$ cat src/rtl/klk_pkg.sv
package klk_pkg;

    localparam int unsigned KEY_W = 32;

    typedef enum logic [2:0] {
        WC_OTHER,
        WC_KEY_A,
        WC_KEY_B,
        WC_CLEAR,
        WC_RELOCK
    } word_class_e;

    typedef enum logic [1:0] {
        S_IDLE  = 2'd0,
        S_ARMED = 2'd1,
        S_OPEN  = 2'd2
    } lock_state_e;

endpackage

$ cat src/rtl/klk_word_match.sv
module klk_word_match
    import klk_pkg::*;
#(
    parameter int unsigned      W     = KEY_W,
    parameter logic [W-1:0]     KEY_A = 32'h5F55_4E4C,
    parameter logic [W-1:0]     KEY_B = 32'h4F43_4B5F
) (
    input  logic [W-1:0] data_i,
    output word_class_e  class_o
);

    localparam logic [W-1:0] CLEAR_WORD  = '0;
    localparam logic [W-1:0] RELOCK_WORD = '1;

    logic hit_a, hit_b, hit_clr, hit_rel;

    always_comb begin
        hit_a   = (data_i == KEY_A);
        hit_b   = (data_i == KEY_B);
        hit_clr = (data_i == CLEAR_WORD);
        hit_rel = (data_i == RELOCK_WORD);
    end

    always_comb begin
        if (hit_rel)      class_o = WC_RELOCK;
        else if (hit_clr) class_o = WC_CLEAR;
        else if (hit_b)   class_o = WC_KEY_B;
        else if (hit_a)   class_o = WC_KEY_A;
        else              class_o = WC_OTHER;
    end

endmodule

$ cat src/rtl/klk_fsm.sv
module klk_fsm
    import klk_pkg::*;
(
    input  logic        clk,
    input  logic        rst_n,
    input  logic        wr_i,
    input  word_class_e class_i,
    output lock_state_e state_o
);

    lock_state_e state_q, state_d;

    always_comb begin
        state_d = state_q;
        if (wr_i) begin
            unique case (state_q)
                S_IDLE: begin
                    if (class_i == WC_KEY_A) state_d = S_ARMED;    // open-key
                end
                S_ARMED: begin
                    if (class_i == WC_KEY_B)      state_d = S_OPEN;  // accept
                    else if (class_i == WC_KEY_A) state_d = S_ARMED; // re-arm
                    else                          state_d = S_IDLE;  // abandon
                end
                S_OPEN: begin
                    if (class_i == WC_RELOCK) state_d = S_IDLE;    // relock
                end
                default: state_d = S_IDLE;
            endcase
        end
    end

    always_ff @(posedge clk) begin
        if (!rst_n) state_q <= S_IDLE;
        else        state_q <= state_d;
    end

    assign state_o = state_q;

endmodule

$ cat src/rtl/key_lock_seq.sv
module key_lock_seq
    import klk_pkg::*;
#(
    parameter int unsigned          W     = KEY_W,
    parameter logic [W-1:0]         KEY_A = 32'h5F55_4E4C,
    parameter logic [W-1:0]         KEY_B = 32'h4F43_4B5F
) (
    input  logic         clk,
    input  logic         rst_n,
    input  logic         key_wr,
    input  logic [W-1:0] key_data,
    output logic         unlocked,
    output logic [1:0]   seq_step
);

    word_class_e wclass;
    lock_state_e state;

    klk_word_match #(.W(W), .KEY_A(KEY_A), .KEY_B(KEY_B)) u_match (
        .data_i  (key_data),
        .class_o (wclass)
    );

    klk_fsm u_fsm (
        .clk     (clk),
        .rst_n   (rst_n),
        .wr_i    (key_wr),
        .class_i (wclass),
        .state_o (state)
    );

    always_comb begin
        unlocked = (state == S_OPEN);
        seq_step = state;
    end

endmodule

$ cat config.mk
export PLATFORM = sky130hd
export DESIGN_NAME = key_lock_seq
export DESIGN_NICKNAME = d
export VERILOG_FILES = /design/src/rtl/klk_pkg.sv /design/src/rtl/klk_word_match.sv /design/src/rtl/klk_fsm.sv /design/src/rtl/key_lock_seq.sv
export SDC_FILE = /design/constraint.sdc
export NUM_CORES = 1
export LEC_CHECK = 0
export CORE_AREA = 5 5 42 44
export DETAILED_ROUTE_END_ITERATION = 8
export DIE_AREA = 0 0 47 49
export PLACE_DENSITY = 0.69
export SLEW_MARGIN = 20
export SYNTH_ARGS = -nofsm -noshare
export SYNTH_HDL_FRONTEND = slang
export SYNTH_SLANG_ARGS = --single-unit
$ cat constraint.sdc
create_clock -name clk -period 2.66 [get_ports clk]
set_clock_uncertainty 0.2 [all_clocks]
set_input_delay 0.665 -clock clk [delete_from_list [all_inputs] [get_ports clk]]
set_output_delay 0.665 -clock clk [all_outputs]
set_load 0.05 [all_outputs]
==> results.ini <==
[run_status]
status=completed

[clock_tree]
post_cts_resized=0
cts_max_level=1
numCtsBuffers=3
clockBufferDepth=2
cts_tree=built
cts.clk_slew.worst_paths_ps=30
root_buffer=clkbuf_4
insertion_delay_ps=230
post_cts_buffers=0
ctsHoldBuffers=0
clock-sinks=2

[sta]
rsz0062_at_grt=false
worst_hold_slack_ps=466
fin_crit_sh=0.909
setup_tns_ps=0
slew_viol_final=0
final_hold_viol_count=0
min_period_ps=2420
clock.fmax_mhz=414
max_slew_margin=0.672
worst_pin_slew_ps=490
setup_viol=0

[grt]
grtUsageTotal=0.105
grt_overflow_total=0
antenna_found_initial=0
grt_pass1_vias=477
grt_pass1_wl_mm=1.79
grt_max_degree=6

[logic_synthesis]
synth_fp_nets=69
synth_cells=34
yosysUniqueCellTypes=17
async_reset_ff_frac=0
yosysWarnings=0
syn_avg_cell_area_um2=6.96
synth_edf_count=0
ys_seq_area_frac=0.169
synth_seq_cells=2
synth_area_um2=236
synth_flop_cell=dfxtp_1

[critical_path]
path_class=flop to output pin
crit_fanout=5
cp_data_required_time_ps=1790
cp-end-kind=output pin
crit_path_start=u_fsm.state_o[1]$_SDFFE_PN0P_
timing.rr.start=u_fsm.state_o[1]$_SDFFE_PN0P_
worstPathCellList=nor2b_1 > clkdlybuf4s50_1
startpoint_type=flop
max_stage_delay_ps=800
crit_path_top_delay_cell=clkdlybuf4s50_1
cp.arrival_ps=1550

[route]
avgRoutedWirePerCell_um=12.4
drc=0
wirelength_mm=1.11
vias=437
antenna_left=0
drtPass1Iterations=2
drt-initial-drc-count=3
vias_per_cell=4.86

[floorplan]
fp.dieW_um=47
die_h_um=49
rows=14
coreArea_um2=1400
ioPinCount=38
die-area_um2=2300
start_util=0.169

[layout]
area_growth_pct=175
fill_cells=161
largest_reg_flops=2
fin_nets=111
final_common_cell=clkdlybuf4s50_1
layout_common_cells=clkdlybuf4s50_1, nand4_1, nor4_1
diodes=0
drive_gt1_frac=0.0405

[power_and_ir_drop]
power_uw=186
ir_worst_vdd_mv=0.137
pwr_density_cell_nw_per_um2=287
leakage_uw=0.000223

[placed_design]
place_hpwl_mm=1.02
gp_congestion=0.642
port_buffers=37

[worst_hold_path]
holdCritPathClass=flop to flop
hp-start=u_fsm.state_o[0]$_SDFFE_PN0P_

[flow_run]
cap_violations=0

-- routing by layer --
layer | up-vias | global-route usage | part of all wire
met4 | 0 | 0.0138 | 0
li1 | 226 | - | -
met3 | 0 | 0.0627 | 0.12
met1 | 190 | 0.0941 | 0.33
met5 | - | 0 | 0
met2 | 21 | 0.197 | 0.55
-- final timing paths --
kind	endpoint	slack, ps	depth (start not counted)
max	unlocked	240	2
min reg2reg	u_fsm.state_o[0]$_SDFFE_PN0P_	470	3
max reg2reg	u_fsm.state_o[0]$_SDFFE_PN0P_	1180	4
min	u_fsm.state_o[0]$_SDFFE_PN0P_	470	3
-- worst max-delay path: cells and delay by family (launching register included) --
kind / cells / cell delay [ps]
buf+inv: 1 / 800
flops: 1 / 380
simple gates: 1 / 140
-- area by class of cell --
cell class	count	area, µm²	share of cell area
timing repair buffer	37	370	0.570
multi-input combinational	31	193	0.297
sequential	2	40.0	0.0617
clock buffer	3	22.5	0.0347
tap	16	20.0	0.0308
inverter	1	3.75	0.00578
-- synthesized netlist by cell type, drive strengths merged (2+ instances only) --
cell type,n,area [µm²]
dfxtp,2,40.0
nand2,3,11.3
nand3,3,15.0
nand4,6,37.5
nor2,2,7.51
nor4,5,31.3
or4,3,22.5
-- cells by family after synthesis --
logic type | synth area share
simple gates | 0.693
buf+inv | 0.0159
flops | 0.169
compound gates | 0.122
-- power breakdown --
part	internal, µW	switching [µW]
logic	55.1	27.9
registers	31.8	1.84
clock network	50.0	19.7
-- metrics by stage --
stage                     cells  cell area [µm²]  utilization  setup slack [ps]
after floorplan              34              236            -               354
after global placement       87              627        0.447              86.1
after detailed placement     87              627        0.447              32.7
after CTS                    90              649        0.463               230
after global routing         90              649        0.463               181
final                        90              649        0.463               242
Power figures use the tool's default switching activity.
